==> config.mk <==
export PLATFORM = sky130hd
export DESIGN_NAME = bridge_order_queue
export DESIGN_NICKNAME = d
export VERILOG_FILES = /design/src/rtl/bridge_oq_pkg.sv /design/src/rtl/oq_older_pmw.sv /design/src/rtl/oq_pick_oldest.sv /design/src/rtl/oq_rerank.sv /design/src/rtl/bridge_order_queue.sv
export SDC_FILE = /design/constraint.sdc
export NUM_CORES = 1
export LEC_CHECK = 0
export BUFFER_PORTS_ARGS = -buffer_cell sky130_fd_sc_hd__buf_2
export CORE_ASPECT_RATIO = 1.25
export CORE_UTILIZATION = 45
export DETAILED_ROUTE_END_ITERATION = 10
export PLACE_DENSITY = 0.76
export RECOVER_POWER = 25
export SLEW_MARGIN = 20
export SYNTH_ARGS = -nofsm -noshare
export SYNTH_HDL_FRONTEND = slang
export SYNTH_SLANG_ARGS = --single-unit
==> constraint.sdc <==
create_clock -name clk -period 9.02 [get_ports clk]
set_input_delay 0.902 -clock clk [delete_from_list [all_inputs] [get_ports clk]]
set_output_delay 0.902 -clock clk [all_outputs]
set_load 0.05 [all_outputs]
==> src/rtl/bridge_oq_pkg.sv <==
package bridge_oq_pkg;

    typedef enum logic [2:0] {
        CLS_PMW = 3'd0,
        CLS_DRR = 3'd1,
        CLS_DWR = 3'd2,
        CLS_DRC = 3'd3,
        CLS_DWC = 3'd4
    } cls_e;

endpackage

==> src/rtl/oq_older_pmw.sv <==
// Per-entry flag: some held posted write is older than this entry.
module oq_older_pmw #(
    parameter int DEPTH = 4,
    parameter int RW    = 2
) (
    input  logic [DEPTH-1:0]         is_pmw,
    input  logic [DEPTH-1:0][RW-1:0] rank,
    output logic [DEPTH-1:0]         blocked
);
    for (genvar gi = 0; gi < DEPTH; gi++) begin : g_ent
        logic b;
        always_comb begin
            b = 1'b0;
            for (int j = 0; j < DEPTH; j++) begin
                if (is_pmw[j] && (rank[j] < rank[gi])) b = 1'b1;
            end
        end
        assign blocked[gi] = b;
    end
endmodule

==> src/rtl/oq_pick_oldest.sv <==
// Selects the candidate with the lowest rank (ranks are unique).
module oq_pick_oldest #(
    parameter int DEPTH = 4,
    parameter int RW    = 2,
    parameter int IW    = 2
) (
    input  logic [DEPTH-1:0]         cand,
    input  logic [DEPTH-1:0][RW-1:0] rank,
    output logic                     found,
    output logic [IW-1:0]            idx
);
    logic [DEPTH-1:0] win;

    always_comb begin
        for (int i = 0; i < DEPTH; i++) begin
            win[i] = cand[i];
            for (int j = 0; j < DEPTH; j++) begin
                if (cand[j] && (rank[j] < rank[i])) win[i] = 1'b0;
            end
        end
        idx = '0;
        for (int i = 0; i < DEPTH; i++) begin
            if (win[i]) idx = IW'(i);
        end
        found = |cand;
    end
endmodule

==> src/rtl/oq_rerank.sv <==
// Recomputes age ranks: survivors keep relative order, the moved entry
// goes behind them, a newly written slot goes behind everything.
module oq_rerank #(
    parameter int DEPTH = 4,
    parameter int RW    = 2,
    parameter int CW    = 3
) (
    input  logic [DEPTH-1:0]         surv,
    input  logic [DEPTH-1:0]         mov,
    input  logic [DEPTH-1:0]         nslot,
    input  logic [DEPTH-1:0][RW-1:0] rank_q,
    output logic [DEPTH-1:0][RW-1:0] rank_d
);
    logic [CW-1:0] n_surv;
    logic [CW-1:0] n_stay;

    always_comb begin
        n_surv = '0;
        n_stay = '0;
        for (int j = 0; j < DEPTH; j++) begin
            if (surv[j]) n_surv = n_surv + 1'b1;
            if (surv[j] && !mov[j]) n_stay = n_stay + 1'b1;
        end
    end

    for (genvar gi = 0; gi < DEPTH; gi++) begin : g_rank
        logic [CW-1:0] ahead;
        always_comb begin
            ahead = '0;
            for (int j = 0; j < DEPTH; j++) begin
                if (surv[j] && !mov[j] && (rank_q[j] < rank_q[gi])) ahead = ahead + 1'b1;
            end
            if (nslot[gi])      rank_d[gi] = RW'(n_surv);
            else if (mov[gi])   rank_d[gi] = RW'(n_stay);
            else if (surv[gi])  rank_d[gi] = RW'(ahead);
            else                rank_d[gi] = rank_q[gi];
        end
    end
endmodule

==> src/rtl/bridge_order_queue.sv <==
module bridge_order_queue
    import bridge_oq_pkg::*;
#(
    parameter int DEPTH = 4,
    parameter int AW    = 32,
    parameter int DW    = 32,
    parameter int IDW   = 4,
    parameter int SW    = 2
) (
    input  logic           clk,
    input  logic           rst_n,
    input  logic           enq_valid,
    input  logic [2:0]     enq_class,
    input  logic [AW-1:0]  enq_addr,
    input  logic [DW-1:0]  enq_data,
    input  logic [IDW-1:0] enq_id,
    output logic           enq_ready,
    output logic           iss_valid,
    output logic [2:0]     iss_class,
    output logic [AW-1:0]  iss_addr,
    output logic [DW-1:0]  iss_data,
    output logic [IDW-1:0] iss_id,
    input  logic           iss_done,
    input  logic           iss_retry,
    input  logic [DW-1:0]  rsp_data,
    input  logic [SW-1:0]  rsp_status,
    input  logic           lk_valid,
    input  logic           lk_write,
    input  logic           lk_drop,
    input  logic [AW-1:0]  lk_addr,
    input  logic [IDW-1:0] lk_id,
    output logic           lk_hit,
    output logic [DW-1:0]  lk_data,
    output logic [SW-1:0]  lk_status,
    output logic           lk_dropped
);
    localparam int RW = (DEPTH > 1) ? $clog2(DEPTH) : 1;
    localparam int IW = RW;
    localparam int CW = $clog2(DEPTH + 1);

    typedef struct packed {
        logic [DEPTH-1:0]          vld;
        logic [DEPTH-1:0]          tried;
        cls_e [DEPTH-1:0]          cls;
        logic [DEPTH-1:0][RW-1:0]  rank;
        logic [DEPTH-1:0][AW-1:0]  addr;
        logic [DEPTH-1:0][DW-1:0]  data;
        logic [DEPTH-1:0][IDW-1:0] id;
        logic [DEPTH-1:0][SW-1:0]  sts;
    } st_t;

    st_t st_q, st_d;

    logic [DEPTH-1:0]         is_pmw, iss_cand, lk_cand, drop_cand, older_pmw;
    logic [DEPTH-1:0]         free_m, mov_m, surv_m, nslot_m;
    logic [DEPTH-1:0][RW-1:0] rank_nx;
    logic                     iss_found, lk_found, drop_found;
    logic [IW-1:0]            iss_idx, lk_idx, drop_idx, free_idx;
    logic                     full, enq_fire, hs, fire_done, iss_is_req;
    logic [CW-1:0]            occ_q;
    cls_e                     lk_cmp_cls, lk_req_cls;

    // ---- candidate masks ----
    always_comb begin
        lk_cmp_cls = lk_write ? CLS_DWC : CLS_DRC;
        occ_q      = '0;
        for (int i = 0; i < DEPTH; i++) begin
            is_pmw[i]   = st_q.vld[i] && (st_q.cls[i] == CLS_PMW);
            iss_cand[i] = st_q.vld[i] && ((st_q.cls[i] == CLS_PMW) ||
                          (st_q.cls[i] == CLS_DRR) || (st_q.cls[i] == CLS_DWR));
            lk_cand[i]  = st_q.vld[i] && (st_q.cls[i] == lk_cmp_cls) &&
                          (st_q.addr[i] == lk_addr) && (st_q.id[i] == lk_id) &&
                          !older_pmw[i];
            if (st_q.vld[i]) occ_q = occ_q + 1'b1;
        end
    end

    oq_older_pmw #(.DEPTH(DEPTH), .RW(RW)) u_older (
        .is_pmw (is_pmw),
        .rank   (st_q.rank),
        .blocked(older_pmw)
    );

    oq_pick_oldest #(.DEPTH(DEPTH), .RW(RW), .IW(IW)) u_pick_iss (
        .cand (iss_cand),
        .rank (st_q.rank),
        .found(iss_found),
        .idx  (iss_idx)
    );

    oq_pick_oldest #(.DEPTH(DEPTH), .RW(RW), .IW(IW)) u_pick_lk (
        .cand (lk_cand),
        .rank (st_q.rank),
        .found(lk_found),
        .idx  (lk_idx)
    );

    // ---- handshake and drop candidates ----
    always_comb begin
        hs         = iss_found && (iss_done || iss_retry);
        fire_done  = iss_found && iss_done;
        iss_is_req = (st_q.cls[iss_idx] == CLS_DRR) || (st_q.cls[iss_idx] == CLS_DWR);
        lk_req_cls = lk_write ? CLS_DWR : CLS_DRR;
        for (int i = 0; i < DEPTH; i++) begin
            drop_cand[i] = st_q.vld[i] && (st_q.cls[i] == lk_req_cls) && !st_q.tried[i] &&
                           (st_q.addr[i] == lk_addr) && (st_q.id[i] == lk_id) &&
                           !(hs && (iss_idx == IW'(i)));
        end
    end

    oq_pick_oldest #(.DEPTH(DEPTH), .RW(RW), .IW(IW)) u_pick_drop (
        .cand (drop_cand),
        .rank (st_q.rank),
        .found(drop_found),
        .idx  (drop_idx)
    );

    // ---- outputs ----
    always_comb begin
        full       = &st_q.vld;
        enq_ready  = !full;
        enq_fire   = enq_valid && !full;
        iss_valid  = iss_found;
        iss_class  = st_q.cls[iss_idx];
        iss_addr   = st_q.addr[iss_idx];
        iss_data   = st_q.data[iss_idx];
        iss_id     = st_q.id[iss_idx];
        lk_hit     = lk_valid && !lk_drop && lk_found;
        lk_dropped = lk_valid && lk_drop && drop_found;
        lk_data    = (lk_hit && (st_q.cls[lk_idx] == CLS_DRC)) ? st_q.data[lk_idx] : '0;
        lk_status  = lk_hit ? st_q.sts[lk_idx] : '0;
    end

    // ---- slot bookkeeping ----
    always_comb begin
        free_idx = '0;
        for (int i = DEPTH - 1; i >= 0; i--) begin
            if (!st_q.vld[i]) free_idx = IW'(i);
        end
        free_m  = '0;
        mov_m   = '0;
        nslot_m = '0;
        if (lk_hit)                   free_m[lk_idx]   = 1'b1;
        if (lk_dropped)               free_m[drop_idx] = 1'b1;
        if (fire_done && !iss_is_req) free_m[iss_idx]  = 1'b1;
        if (hs && iss_is_req)         mov_m[iss_idx]   = 1'b1;
        if (enq_fire)                 nslot_m[free_idx] = 1'b1;
        surv_m = st_q.vld & ~free_m;
    end

    oq_rerank #(.DEPTH(DEPTH), .RW(RW), .CW(CW)) u_rerank (
        .surv  (surv_m),
        .mov   (mov_m),
        .nslot (nslot_m),
        .rank_q(st_q.rank),
        .rank_d(rank_nx)
    );

    // ---- next state ----
    always_comb begin
        st_d      = st_q;
        st_d.vld  = surv_m | nslot_m;
        st_d.rank = rank_nx;
        if (hs) st_d.tried[iss_idx] = 1'b1;
        if (fire_done && iss_is_req) begin
            st_d.sts[iss_idx] = rsp_status;
            if (st_q.cls[iss_idx] == CLS_DRR) begin
                st_d.cls[iss_idx]  = CLS_DRC;
                st_d.data[iss_idx] = rsp_data;
            end else begin
                st_d.cls[iss_idx]  = CLS_DWC;
            end
        end
        if (enq_fire) begin
            st_d.cls[free_idx]   = cls_e'(enq_class);
            st_d.addr[free_idx]  = enq_addr;
            st_d.data[free_idx]  = enq_data;
            st_d.id[free_idx]    = enq_id;
            st_d.sts[free_idx]   = '0;
            st_d.tried[free_idx] = 1'b0;
        end
    end

    always_ff @(posedge clk) begin
        if (!rst_n) st_q <= '0;
        else        st_q <= st_d;
    end

    // ---- assertions ----
    a_r3_pmw_in_order: assert property (@(posedge clk) disable iff (!rst_n)
        (iss_valid && iss_class == 3'd0) |-> !older_pmw[iss_idx]);

    a_r4_req_behind_pmw: assert property (@(posedge clk) disable iff (!rst_n)
        (iss_valid && (iss_class == 3'd1 || iss_class == 3'd2)) |-> !older_pmw[iss_idx]);

    a_r5_no_completion_issue: assert property (@(posedge clk) disable iff (!rst_n)
        iss_valid |-> (iss_class <= 3'd2));

    a_r2_full_rejects: assert property (@(posedge clk) disable iff (!rst_n)
        (enq_valid && !enq_ready) |=> (occ_q <= $past(occ_q)));

    a_r8_hit_frees: assert property (@(posedge clk) disable iff (!rst_n)
        (lk_hit && !enq_fire) |=> (occ_q < $past(occ_q)));

    a_r10_drop_exclusive: assert property (@(posedge clk) disable iff (!rst_n)
        lk_dropped |-> !lk_hit);

endmodule

[Yosys cells after proc, flatten, opt, wreduce, memory -nomap -nowiden]
Index checks and enable logic that the tools add are counted.
W data, S select, Z words.
Word-level totals
  input bits: 149
  output and inout bits: 109
  bits in registers: 308
  word-level logic and storage cells: 451
Operators by class
  reduce and logical (&&, ||, !) cells: 177
  $add $sub $neg: 18
  bitwise operators: 16
  $lt $le $gt $ge: 24
  eq/ne operators: 30
  multiplexer cells: 160
Operators by type and width (count)
  $bwmux W128: 3
  $mux W128: 2
  $bmux W32 S2: 3
  $mux W32: 6
  $mux W152: 1
  $logic_and A1 B1 Y1: 135
  $demux W32 S2: 2
  $eq A32 B32 Y1: 4
  $mux W2: 45
  $mux W1: 65
  $lt A2 B2 Y1: 16
  $mux W4: 8
  $add A2 B1 Y2 const B: 12
  $mux W12: 2
  $or A4 B4 Y4: 5
  $logic_not A1 Y1: 19
  $eq A3 B2 Y1 const B: 6
  $and A8 B8 Y8: 2
  $bwmux W16: 1
  $eq A4 B4 Y1: 4
  $mux W16: 1
  $not A8 Y8: 2
  $eq A3 B1 Y1 const B: 5
  $mux W3: 5
  other kinds (26): 71

[Logic depth before layout (Yosys ltp)]
  depth after elaboration: 46
  mapped depth: 20
  mapped depth without buffers: 19

[Modules after synthesis]
From an unflattened synthesis, not the netlist that was laid out.
Second synthesis, totals
  cells, all modules: 2176
  area, all modules: 18966.9 µm²
By module, submodules not included
  bridge_order_queue: seq. area each 6165.9 µm², instances 1, area an instance 16590.9 µm², cells an instance 1852
  oq_rerank: seq. area each 0.0 µm², instances 1, area an instance 1019.7 µm², cells an instance 148
  oq_pick_oldest: seq. area each 0.0 µm², instances 3, area an instance 327.8 µm², cells an instance 42
  oq_older_pmw: seq. area each 0.0 µm², instances 1, area an instance 372.9 µm², cells an instance 50

[Worst setup path after synthesis]
No wires, ideal clock.
  kind: input to output
  from: input lk_addr[24]
  to: output lk_data[11]
  path slack: 3.353 ns
  arrival: 4.765 ns
  stages: 15
  cells stage by stage: buf_2 > xor2_1 > or4_1 > or4_1 > or4_1 > nor2_1 > a211oi_1 > clkbuf_1 > nor3_1 > a21oi_1 > o21ai_0 > mux2_2 > nand2_1 > buf_1 > a21oi_1
On the way
  cells in the longest elaborated chain, start to end: 17
  elaborated cells between the ends (all ways): 52
  those cells by class: eq/ne (5); mux (20); reduce/logical (27)
Ends and longest elaborated chain
  start, declared: line bridge_order_queue.sv:30  | input logic [AW-1:0] lk_addr,
  $eq A32 B32 Y1: line bridge_order_queue.sv:72  | (st_q.addr[i] == lk_addr) && (st_q.id[i] == lk_id) &&
  $logic_and A1 B1 Y1: line bridge_order_queue.sv:71  | lk_cand[i] = st_q.vld[i] && (st_q.cls[i] == lk_cmp_cls) &&
  $logic_and A1 B1 Y1 (2 in a row): line bridge_order_queue.sv:72
  $logic_and A1 B1 Y1: line oq_pick_oldest.sv:18  | if (cand[j] && (rank[j] < rank[i])) win[i] = 1'b0;
  $mux W1 (4 in a row): line oq_pick_oldest.sv:18
  $mux W1: line oq_pick_oldest.sv:23  | if (win[i]) idx = IW'(i);
  $mux W2 (2 in a row): line oq_pick_oldest.sv:23
  $bmux W3 S2: line bridge_order_queue.sv:130  | lk_data = (lk_hit && (st_q.cls[lk_idx] == CLS_DRC)) ? st_q.data[lk_idx] : '0;
  $mux W3 (implied by the code): line bridge_order_queue.sv:130
  $eq A3 B2 Y1: line bridge_order_queue.sv:130
  $logic_and A1 B1 Y1: line bridge_order_queue.sv:130
  $mux W32 (*): line bridge_order_queue.sv:130
  end, declared: line bridge_order_queue.sv:33  | output logic [DW-1:0] lk_data,
Every way passes the cells marked *; elsewhere a longest branch is shown, timed or not. The select of a mux whose other input is x is not followed.

[Final worst setup path]
  from: register st_q[283] (netlist name)
  to: register st_q[280] (netlist name)
On the way
  cells in the longest elaborated chain, start to end: 43
  elaborated cells between the ends (all ways): 196
  those cells by class: add/sub (9); order compare (13); eq/ne (5); mux (83); bitwise (4); reduce/logical (82)
Ends and longest elaborated chain
  start, declared: line bridge_order_queue.sv:52  | st_t st_q, st_d;
  start signal, assigned: line bridge_order_queue.sv:186  | else st_q <= st_d;
  $lt A2 B2 Y1: line oq_older_pmw.sv:15, oq_pick_oldest.sv:18
  $logic_and A1 B1 Y1: line oq_pick_oldest.sv:18
  $mux W1 (4 in a row): line oq_pick_oldest.sv:18
  $mux W1: line oq_pick_oldest.sv:23
  $mux W2 (2 in a row): line oq_pick_oldest.sv:23
  $logic_not A2 Y1: line bridge_order_queue.sv:107  | !(hs && (iss_idx == IW'(i)));
  $logic_and A1 B1 Y1: line bridge_order_queue.sv:107
  $logic_not A1 Y1: line bridge_order_queue.sv:107
  [... 23 more ...]
  $mux W2: line oq_rerank.sv:31  | if (surv[j] && !mov[j] && (rank_q[j] < rank_q[gi])) ahead = ahead + 1'b1;
  $add A2 B1 Y2: line oq_rerank.sv:31
  $mux W2: line oq_rerank.sv:31
  $add A2 B1 Y2: line oq_rerank.sv:31
  $mux W2: line oq_rerank.sv:31
  $mux W2: line oq_rerank.sv:35  | else if (surv[gi]) rank_d[gi] = RW'(ahead);
  $mux W2: line oq_rerank.sv:34  | else if (mov[gi]) rank_d[gi] = RW'(n_stay);
  $mux W2: line oq_rerank.sv:33  | if (nslot[gi]) rank_d[gi] = RW'(n_surv);
Parallel ways exist; a longest one is shown, timed or not. The select of a mux whose other input is x is not followed.
A chain may end at the register's enable or synchronous reset.

==> results.json <==
{
  "clk_latency_ps": 560,
  "fill_cells": 4004,
  "grt_max_degree": 178,
  "vias_per_cell": 6.37,
  "grt_usage_pct": 35.4,
  "r2r_start": "st_q[283]",
  "outcome": "finished, violations left",
  "p_seq_share_pct": 40.5,
  "timing.final.ws_setup_ps": 2490,
  "grt_pass1_wl_um": 120000,
  "synth_flop_cell": "dfxtp_1",
  "required_ps": 9190,
  "worst_pin_slew_ps": 5920,
  "synth_cells": 2549,
  "grt_overflow": 0,
  "dpl-instance-area_um2": 20700,
  "tns_ps": 0,
  "ys_seq_area_share_pct": 32.1,
  "critPathMaxFanout": 45,
  "antenna_left": 0,
  "clock-sinks": 308,
  "cts_buffers": 35,
  "dp_worst_setup_slack_ps": 2620,
  "final_nets": 2830,
  "drt_first_pass_iters": 6,
  "post-route-period-util_pct": 72.4,
  "whs_endpoint": "st_q[6]",
  "synth_area_um2": 19200,
  "fin_skew_ps": 17.8,
  "setup_viol": 0,
  "antenna_found_initial": 8,
  "port_buffers": 257,
  "p_sw_share_pct": 31.8,
  "p_leak_nw": 7.50,
  "crit_arrival_ps": 6710,
  "power.internal_w": 0.00246,
  "finalWirelength_um": 79900,
  "critPathCaptureType": "register",
  "cp_top_family": "simple AND/OR/NAND/NOR gates",
  "r2r_end": "st_q[280]",
  "switching_power_w": 0.00115,
  "gp_congestion": 1.02,
  "whs_ps": 465,
  "min-delay-start": "st_q[6]",
  "placementRows": 84,
  "die_w_um": 187,
  "violations": "capacitance limit, slew limit",
  "dieArea_um2": 43500,
  "top_register": "st_q",
  "post_cts_buffers": 0,
  "path_buf_inv": 2,
  "path_cells": "inv_1, ha_1, nor2b_1, o2111ai_1, and4_2, buf_4, nand3_1, nand4_1, a41oi_1, and3_1, a211oi_4, nand2_1, or2_2, ha_1, xnor2_1, o2111ai_1, o22ai_1",
  "slowest_stage": "and4_2",
  "timing.max_cap.violations": 8,
  "drc_errors": 0,
  "slew_violations": 370,
  "area_growth_pct": 13.9,
  "worstRegToRegCells": 17,
  "clock_power_share_pct": 41.2,
  "critical_path_class": "reg -> reg",
  "vias": 20695,
  "core_area_um2": 42000,
  "critPathMaxStageDelay_ps": 880,
  "cts.path.max_buffers": 3,
  "root_buffer": "clkbuf_16",
  "synth_cell_types": 80,
  "cts_resized": 0,
  "wire_per_inst_um": 24.6,
  "fmax_ghz": 0.153,
  "yosysWarnings": 0,
  "min_path_type": "reg -> reg",
  "async_flop_share_pct": 0,
  "ios": 258,
  "largest_reg_flops": 308,
  "initial_core_util_pct": 45.6,
  "path_clk_slew_ps": 60,
  "r2r_slack_ps": 2490,
  "slew_headroom_pct": -294,
  "startpoint_type": "register",
  "ys_ff_latch": 308,
  "h-tree-depth": 2,
  "dp_hpwl_um": 55100,
  "grt_pass1_vias": 19684,
  "drtIter0Drc": 2378,
  "syn_nets": 2722,
  "fin_crit_ps": 6530,
  "power_frac_comb_pct": 18.2,
  "final_cell_area_um2": 21900,
  "cts_tree": "yes",
  "drive_gt1_share_pct": 13.9,
  "rsz0062_at_grt": "no",
  "syn_avg_cell_area_um2": 7.53,
  "finalHoldViolCount": 0,
  "ctsHoldBuffers": 0,
  "vdd_drop_max_v": 0.000123,
  "die_y_um": 233,
  "synth_edf_count": 0,
  "biggestRegsByFlops": "st_q x308",
  "power_density_nw_per_um2": 165,
  "worstHoldPathCells": 2
}
-- cells in the final DEF, fill, tap and decap left out, types with 4 or more instances in the layout --
master,instances
clkinv_2,7
and2_1,4
ha_1,24
or3_1,9
clkbuf_8,6
a21oi_1,288
o2111ai_1,11
a211o_1,4
nand4_1,55
or4b_2,4
buf_4,23
diode_2,6
and4_1,9
xnor2_1,121
and3_1,4
nand2_1,538
nand2b_1,7
inv_1,34
o21bai_1,5
dfxtp_1,308
clkbuf_1,13
nor4_1,20
o21ai_0,47
nor2_1,185
a221o_1,71
clkbuf_16,35
or2_2,6
nor2b_1,12
or4_1,13
xor2_1,43
nand3_1,97
buf_2,255
nor3_1,20
a211oi_1,135
mux2i_1,172
nor3b_1,7
-- per-stage QoR --
| step | utilization [%] | total power [W] | cells |
|---|---|---|---|
| after global placement | 49.2 | 0.00213 | 3179 |
| after detailed placement | 49.2 | 0.00213 | 3179 |
| after CTS | 52.0 | 0.00361 | 3242 |
| after global routing | 52.0 | 0.00372 | 3246 |
| after floorplan | - | 0.00189 | 2549 |
| final | 52.0 | 0.00361 | 3248 |
-- per-layer routing --
metal | routed length [um] | vias to the layer above | global-route usage [%] | part of all wire, %
met5 | 24 | - | 0 | 0.030
met4 | 3910 | 4 | 16.7 | 4.9
met3 | 7240 | 255 | 5.85 | 9.1
met2 | 37400 | 1309 | 59.2 | 47
met1 | 31300 | 9853 | 44.3 | 39
li1 | - | 9274 | - | -
-- worst register-to-register path, cell delays in order (launching register included) --
cell	delay, ps
dfxtp_1	340
inv_1	100
ha_1	320
nor2b_1	180
o2111ai_1	300
and4_2	880
buf_4	720
nand3_1	380
nand4_1	240
a41oi_1	240
and3_1	340
a211oi_4	740
nand2_1	310
or2_2	370
ha_1	290
xnor2_1	130
o2111ai_1	180
o22ai_1	100
-- worst max path at each step --
stage	cells past startpoint	end	startpoint	slack, ps
2_1_floorplan	15	lk_data[11]	lk_addr[24]	3350
3_3_place_gp	13	lk_status[1]	lk_addr[10]	2700
3_5_place_dp	16	st_q[283]	lk_addr[10]	2620
4_1_cts	13	lk_status[1]	lk_addr[10]	2640
5_1_grt	4	st_q[130]	rst_n	2210
6_report	17	st_q[280]	st_q[283]	2490
-- logic make-up after synthesis --
family          after synthesis  share of synthesized area [%]
compound gates              612                           21.1
simple gates               1018                           23.7
flops                       308                           32.1
xor+xnor                    164                           7.49
fa+ha+maj                    24                           1.57
buf+inv                     250                           4.96
mux                         173                           9.03
-- power by group through the flow --
stage	combinational (W)	sequential, W	clock (W)
floorplan	0.000422	0.00147	0
global placement	0.000637	0.00149	0
detailed placement	0.000641	0.00149	0
CTS	0.000645	0.00146	0.00150
global route	0.000691	0.00147	0.00156
finish	0.000659	0.00147	0.00149
-- cells in the mapped netlist (5+ instances only) --
cell type  number  area [um2]
o2111ai_1      12         105
xnor2_1       121        1060
ha_1           24         300
a221o_1        71         711
o21ai_0        47         235
inv_1          33         124
a21oi_1       288        1440
o21bai_1        5        37.5
nand4_1        55         344
or4_1          13        97.6
nand3_1        97         485
nand2b_1        7        43.8
mux2i_1       172        1720
xor2_1         43         377
nor3_1         22         110
or3_1           9        56.3
nand2_1       539        2020
clkbuf_1      197         739
nor2b_1        12        75.1
buf_1          10        37.5
dfxtp_1       308        6170
nor2_1        187         702
a211oi_1      137        1030
and4_1         10        87.6
nor4_1         20         125
or2_2           7        43.8
nor3b_1         7        52.6
buf_2           8        40.0
-- layout make-up --
class                   instances  area [um2]  area share [%]
clock inverters                16         206           0.945
repair buffers                287        1500            6.85
inverters                      34         128           0.584
well taps                     559         699            3.20
diodes                          6        15.0          0.0687
clock buffers                  47         981            4.49
multi-input cells            1991       12200            55.6
flip-flops and latches        308        6170            28.2
Note: power is estimated with default switching activity, not from simulation.
